## config.mk

```make
export PLATFORM = sky130hd
export DESIGN_NAME = win_mean_unit
export DESIGN_NICKNAME = d
export VERILOG_FILES = /design/src/rtl/mean_pkg.sv /design/src/rtl/mean_colsum.sv /design/src/rtl/mean_rowsum.sv /design/src/rtl/mean_scale.sv /design/src/rtl/win_mean_unit.sv
export SDC_FILE = /design/constraint.sdc
export NUM_CORES = 2
export LEC_CHECK = 0
export ABC_AREA = 1
export BUFFER_PORTS_ARGS = -buffer_cell sky130_fd_sc_hd__buf_2
export CAP_MARGIN = 20
export CORE_AREA = 2 2 487 489
export CTS_CLUSTER_DIAMETER = 120
export DETAILED_ROUTE_END_ITERATION = 10
export DIE_AREA = 0 0 489 491
export GPL_TIMING_DRIVEN = 0
export SLEW_MARGIN = 20
export SYNTH_ARGS = -nofsm -noshare
export SYNTH_HDL_FRONTEND = slang
export SYNTH_HIERARCHICAL = 1
export SYNTH_SLANG_ARGS = --single-unit
```

## constraint.sdc

```tcl
create_clock -name clk -period 5.06 [get_ports clk]
set_clock_uncertainty 0.2 [all_clocks]
set_input_delay 0.759 -clock clk [delete_from_list [all_inputs] [get_ports clk]]
set_output_delay 0.759 -clock clk [all_outputs]
set_load 0.01 [all_outputs]
```

## src/rtl/mean_pkg.sv

```systemverilog
package mean_pkg;
    localparam int DEF_PIX_W  = 8;
    localparam int DEF_WIN    = 7;
    localparam int DEF_NWIN   = 8;
    localparam int DEF_RECIP  = 1337;
    localparam int DEF_SHIFT  = 16;
    // column sum, window sum, multiply, shift/output
    localparam int PIPE_DEPTH = 4;

    typedef enum int {
        STG_COL = 0,
        STG_WIN = 1,
        STG_MUL = 2,
        STG_OUT = 3
    } stage_e;
endpackage

```

## src/rtl/mean_colsum.sv

```systemverilog
module mean_colsum #(
    parameter int PIX_W = 8,
    parameter int ROWS  = 7,
    parameter int NCOL  = 14,
    parameter int COL_W = 11
) (
    input  logic                        clk,
    input  logic                        rst,
    input  logic                        en,
    input  logic [ROWS*NCOL*PIX_W-1:0]  pix_i,
    output logic [NCOL*COL_W-1:0]       col_o
);
    for (genvar c = 0; c < NCOL; c++) begin : g_col
        logic [COL_W-1:0] acc;
        logic [COL_W-1:0] col_q;

        always_comb begin
            acc = '0;
            for (int r = 0; r < ROWS; r++) begin
                acc = acc + COL_W'(pix_i[(r*NCOL+c)*PIX_W +: PIX_W]);
            end
        end

        always_ff @(posedge clk) begin
            if (rst)     col_q <= '0;
            else if (en) col_q <= acc;
        end

        assign col_o[c*COL_W +: COL_W] = col_q;
    end
endmodule

```

## src/rtl/mean_rowsum.sv

```systemverilog
module mean_rowsum #(
    parameter int COL_W = 11,
    parameter int WIN   = 7,
    parameter int NWIN  = 8,
    parameter int SUM_W = 14,
    localparam int NCOL = WIN + NWIN - 1
) (
    input  logic                   clk,
    input  logic                   rst,
    input  logic                   en,
    input  logic [NCOL*COL_W-1:0]  col_i,
    output logic [NWIN*SUM_W-1:0]  sum_o
);
    for (genvar k = 0; k < NWIN; k++) begin : g_win
        logic [SUM_W-1:0] acc;
        logic [SUM_W-1:0] sum_q;

        always_comb begin
            acc = '0;
            for (int j = 0; j < WIN; j++) begin
                acc = acc + SUM_W'(col_i[(k+j)*COL_W +: COL_W]);
            end
        end

        always_ff @(posedge clk) begin
            if (rst)     sum_q <= '0;
            else if (en) sum_q <= acc;
        end

        assign sum_o[k*SUM_W +: SUM_W] = sum_q;
    end
endmodule

```

## src/rtl/mean_scale.sv

```systemverilog
module mean_scale #(
    parameter int          SUM_W   = 14,
    parameter int          N       = 9,
    parameter int          RECIP   = 1337,
    parameter int          SHIFT   = 16,
    parameter int          OUT_W   = 8,
    parameter int unsigned MAX_SUM = 12495,
    localparam int         PROD_W  = SUM_W + $clog2(RECIP + 1)
) (
    input  logic                 clk,
    input  logic                 rst,
    input  logic                 en_mul,
    input  logic                 en_out,
    input  logic [N*SUM_W-1:0]   sum_i,
    output logic [N*OUT_W-1:0]   mean_o
);
    localparam longint unsigned MAX_MEAN =
        (longint'(MAX_SUM) * longint'(RECIP)) >> SHIFT;

    for (genvar k = 0; k < N; k++) begin : g_lane
        logic [PROD_W-1:0] prod_q;
        logic [OUT_W-1:0]  mean_q;

        always_ff @(posedge clk) begin
            if (rst)         prod_q <= '0;
            else if (en_mul) prod_q <= PROD_W'(sum_i[k*SUM_W +: SUM_W]) * PROD_W'(RECIP);
        end

        always_ff @(posedge clk) begin
            if (rst)         mean_q <= '0;
            else if (en_out) mean_q <= prod_q[SHIFT +: OUT_W];
        end

        assign mean_o[k*OUT_W +: OUT_W] = mean_q;

        assert_mean_range_R6: assert property (@(posedge clk) disable iff (rst)
            en_out |=> (mean_q <= OUT_W'(MAX_MEAN)));
    end
endmodule

```

## src/rtl/win_mean_unit.sv

```systemverilog
module win_mean_unit
    import mean_pkg::*;
#(
    parameter int PIX_W = DEF_PIX_W,
    parameter int WIN   = DEF_WIN,
    parameter int NWIN  = DEF_NWIN,
    parameter int RECIP = DEF_RECIP,
    parameter int SHIFT = DEF_SHIFT,
    localparam int STRIP   = WIN + NWIN - 1,
    localparam int PIX_MAX = (1 << PIX_W) - 1,
    localparam int COL_W   = $clog2(WIN * PIX_MAX + 1),
    localparam int SUM_W   = $clog2(WIN * WIN * PIX_MAX + 1)
) (
    input  logic                         clk,
    input  logic                         rst,
    input  logic                         valid_i,
    input  logic [WIN*STRIP*PIX_W-1:0]   right_pix_i,
    input  logic [WIN*WIN*PIX_W-1:0]     ref_pix_i,
    output logic                         valid_o,
    output logic [NWIN*PIX_W-1:0]        right_mean_o,
    output logic [PIX_W-1:0]             ref_mean_o
);
    localparam int unsigned MAX_SUM = WIN * WIN * PIX_MAX;

    logic [PIPE_DEPTH-1:0]   vpipe;
    logic [STRIP*COL_W-1:0]  rcol;
    logic [WIN*COL_W-1:0]    lcol;
    logic [NWIN*SUM_W-1:0]   rsum;
    logic [SUM_W-1:0]        lsum;
    logic [(NWIN+1)*PIX_W-1:0] means;

    always_ff @(posedge clk) begin
        if (rst) vpipe <= '0;
        else     vpipe <= {vpipe[PIPE_DEPTH-2:0], valid_i};
    end

    mean_colsum #(.PIX_W(PIX_W), .ROWS(WIN), .NCOL(STRIP), .COL_W(COL_W)) u_col_right (
        .clk(clk), .rst(rst), .en(valid_i), .pix_i(right_pix_i), .col_o(rcol));

    mean_colsum #(.PIX_W(PIX_W), .ROWS(WIN), .NCOL(WIN), .COL_W(COL_W)) u_col_ref (
        .clk(clk), .rst(rst), .en(valid_i), .pix_i(ref_pix_i), .col_o(lcol));

    mean_rowsum #(.COL_W(COL_W), .WIN(WIN), .NWIN(NWIN), .SUM_W(SUM_W)) u_win_right (
        .clk(clk), .rst(rst), .en(vpipe[STG_COL]), .col_i(rcol), .sum_o(rsum));

    mean_rowsum #(.COL_W(COL_W), .WIN(WIN), .NWIN(1), .SUM_W(SUM_W)) u_win_ref (
        .clk(clk), .rst(rst), .en(vpipe[STG_COL]), .col_i(lcol), .sum_o(lsum));

    mean_scale #(.SUM_W(SUM_W), .N(NWIN+1), .RECIP(RECIP), .SHIFT(SHIFT),
                 .OUT_W(PIX_W), .MAX_SUM(MAX_SUM)) u_scale (
        .clk(clk), .rst(rst), .en_mul(vpipe[STG_WIN]), .en_out(vpipe[STG_MUL]),
        .sum_i({lsum, rsum}), .mean_o(means));

    assign valid_o      = vpipe[STG_OUT];
    assign right_mean_o = means[NWIN*PIX_W-1:0];
    assign ref_mean_o   = means[NWIN*PIX_W +: PIX_W];

    // nothing valid right after reset
    assert_reset_quiet_R1: assert property (@(posedge clk) rst |=> !valid_o);

    // fixed latency of four edges, in both directions
    assert_latency_fwd_R4: assert property (@(posedge clk) disable iff (rst)
        valid_i |-> ##4 valid_o);
    assert_latency_back_R4: assert property (@(posedge clk) disable iff (rst)
        valid_o |-> $past(valid_i, 4));

    // means only move together with a valid result
    assert_hold_right_R5: assert property (@(posedge clk) disable iff (rst)
        !$stable(right_mean_o) |-> valid_o);
    assert_hold_ref_R5: assert property (@(posedge clk) disable iff (rst)
        !$stable(ref_mean_o) |-> valid_o);
endmodule

```

==> results by group <==
Synth
  – Synth top area cells: fa_1 (33%), ha_1 (17%), inv_1 (16%)
  – Asr flop ratio synth: 0%
  – Seq/Total Area, Yosys: 10.8%
  – Number of synthesized flops with an enable pin: 0
  – Post-Syn Instances: 12100
  – Ys flop type: dfxtp_1
  – Post-synth top area cell: fa_1
  – Synth Warn #: 6
  – Syn Std Cell Area: 93600 um^2
  – Post-synth top area share: 33.4%
  – Synth cell types: 44
  – Synth Net Count: 16100
  – Post-synthesis register bit count: 505
  – Post-synthesis average cell area: 7.71 um^2

STA
  – Min Tclk post-route: 4.86 ns
  – Slew Limit Fails: 0
  – RSZ-0062 raised after global routing: false
  – Worst Tran Pin Value: 1.11 ns
  – Sum Neg Setup Slack: 0 ns
  – Max Clk Rate: 206 MHz
  – Final hold viol count: 0
  – Fin crit share: 96.1%
  – Final setup viols: 0
  – Worst slew margin: 26.1%

CTS
  – Clk buf depth: 3
  – CTS Buf Count: 61
  – TritonCTS clock tree: built
  – CTS hold repair buffers: 0
  – Root buffer cell: clkbuf_16
  – Htree depth: 2
  – Clk_lat worst skew: 0.70 ns
  – CTS clk-pin slew, worst paths: 0.06 ns
  – Clk sinks: 505

Floorplanning
  – Core Area: 235000 um^2
  – DIE AREA: 240000 um^2
  – Initial Util: 39.9%
  – Die Wd: 489 um
  – Ports: 1252
  – Die height: 491 um
  – Rows: 178

Critical path
  – Slowest cell on crit path: fa_1
  – Crit path DAT: 5.22 ns
  – Most numerous cell on the critical path: inv_1
  – Critical Path End Type: register
  – Worst-path cell chain: inv_1 -> fa_1 -> fa_1 -> fa_1 -> inv_1 -> ha_1 -> ha_1 -> inv_1 -> fa_1 -> inv_1 -> nand3_1 -> nand3_1 -> nand2_1 -> nand3_1 -> nand2_1 -> o21ai_0 -> inv_1
  – Worst path max stage delay: 0.74 ns
  – Critical Path RT: 5.42 ns
  – CP Launch Type: register
  – Crit-path max FO: 4
  – Category of the most critical setup path: reg -> reg

Drt
  – Final antenna-violating net count: 0
  – WL final: 332000 um
  – Drt wl/cell: 19.8 um
  – First drt pass iteration count: 6
  – Via-per-instance ratio: 4.63
  – Remaining DRCs: 0
  – DRT iter0 DRCs: 5296
  – DR vias: 77400

Final layout
  – Layout area overhead: 13.3%
  – Share of layout cells above drive strength 1: 11.2%
  – Most frequent cells in the layout: inv_1 (3997), nand2_1 (1794), fa_1 (1562)
  – Commonest non-fill, non-tap cell in the layout: inv_1
  – Final #Nets: 17500
  – # fillers: 24300

Global routing
  – First-pass GRT wire length: 488000 um
  – Total Routing Usage GR: 27.6%
  – Total grt overflow: 0
  – Antenna violations before repair: 102
  – Via count of the first global-routing pass: 76900
  – Largest net degree at the start of global routing: 16

Run
  – Max Cap Viol: 0

Min path
  – Hold Crit Class: reg -> reg

Placed design
  – Post-DP HPWL: 304000 um
  – Port Buf Inserts: 1251
  – Routability cong.: 1.01

Status
  – Outcome: finished, final reports clean
-- sequential cells by signal, indices dropped and copies added, names as in the netlist --
name                     cells
u_col_right/g_col.col_q    154
u_scale/g_lane.prod_q       72
u_win_right/g_win.sum_q    112
u_win_ref/sum_o             14
u_col_ref/g_col.col_q       77
vpipe                        4
u_scale/g_lane.mean_q       72
-- per-layer routing --
| layer | global-route usage, % | up-vias | wire (um) |
|---|---|---|---|
| met2 | 43.2 | 2152 | 146000 |
| met3 | 4.42 | 333 | 22000 |
| met4 | 6.10 | 22 | 8640 |
| li1 | - | 38100 | - |
| met5 | 0 | - | 127 |
| met1 | 39.8 | 36800 | 155000 |
-- final timing paths --
| path | end | cells after the start | from | slack [ns] |
|---|---|---|---|---|
| worst min register to register | vpipe[2] | 2 | vpipe[1] | 0.21 |
| worst min-delay path | vpipe[2] | 2 | vpipe[1] | 0.21 |
| worst max-delay path | u_win_right/g_win[1].sum_q[9] | 17 | u_col_right/g_col[6].col_q[1] | 0.20 |
| worst max register to register | u_win_right/g_win[1].sum_q[9] | 17 | u_col_right/g_col[6].col_q[1] | 0.20 |
-- worst max-delay path, delay by kind of cell (launching register included) --
kind,cells,cell delay [ns]
flip-flops,1,0.57
AO/OA/AOI/OAI,1,0.13
adder cells (fa/ha/maj),6,2.83
AND/OR/NAND/NOR,5,0.43
buffers and inverters,5,0.56
-- Yosys cell counts (29+ instances only) --
library cell / count
inv_1: 3997
nand2_1: 1794
fa_1: 1562
ha_1: 1265
nor2_1: 1173
nand3_1: 525
dfxtp_1: 505
a21oi_1: 330
o21ai_0: 326
xnor2_1: 87
o21ai_1: 76
nand4_1: 70
clkbuf_1: 67
buf_2: 49
xor2_1: 45
nand3b_1: 29
-- stage by stage --
| step | util (%) | area, um^2 | cells | worst slack [ns] | hold WS, ns |
|---|---|---|---|---|---|
| 6_report | 45.2 | 106000 | 16700 | 0.197 | 0.207 |
| 5_1_grt | 45.2 | 106000 | 16700 | 0.0137 | 0.256 |
| 4_1_cts | 45.2 | 106000 | 16700 | 0.241 | 0.220 |
| 3_5_place_dp | 44.3 | 104000 | 16500 | 0.196 | 0.223 |
| 3_3_place_gp | 44.3 | 104000 | 16500 | 0.225 | 0.215 |
| 2_1_floorplan | - | 93600 | 12100 | 0.816 | 0.200 |
-- kinds of logic after synthesis --
| kind of cell | synth area share [%] |
|---|---|
| AO/OA/AOI/OAI | 4.65 |
| XOR/XNOR | 1.24 |
| adder cells (fa/ha/maj) | 50.3 |
| buffers and inverters | 17.1 |
| flip-flops | 10.8 |
| AND/OR/NAND/NOR | 15.9 |
-- timing repair --
action | CTS | global route
setup endpoints to repair | 0 | 1
gates resized for setup | 0 | 1
setup buffers | 0 | 0
hold endpoints to repair | 0 | 0
-- area by class of cell --
| type | count | area [um^2] | share of cell area, % |
|---|---|---|---|
| Multi-Input combinational cell | 7451 | 67500 | 63.7 |
| Inverter | 4025 | 15100 | 14.2 |
| Sequential cell | 505 | 10100 | 9.53 |
| Timing Repair Buffer | 1251 | 6260 | 5.90 |
| Tap cell | 3150 | 3940 | 3.72 |
| Clock buffer | 81 | 1720 | 1.62 |
| Buffer | 160 | 858 | 0.809 |
| Clock inverter | 33 | 378 | 0.356 |
| Antenna cell | 65 | 163 | 0.153 |
Power is not shown: default switching activity piles up to over one toggle a cycle in this logic, so the estimate is an artifact.
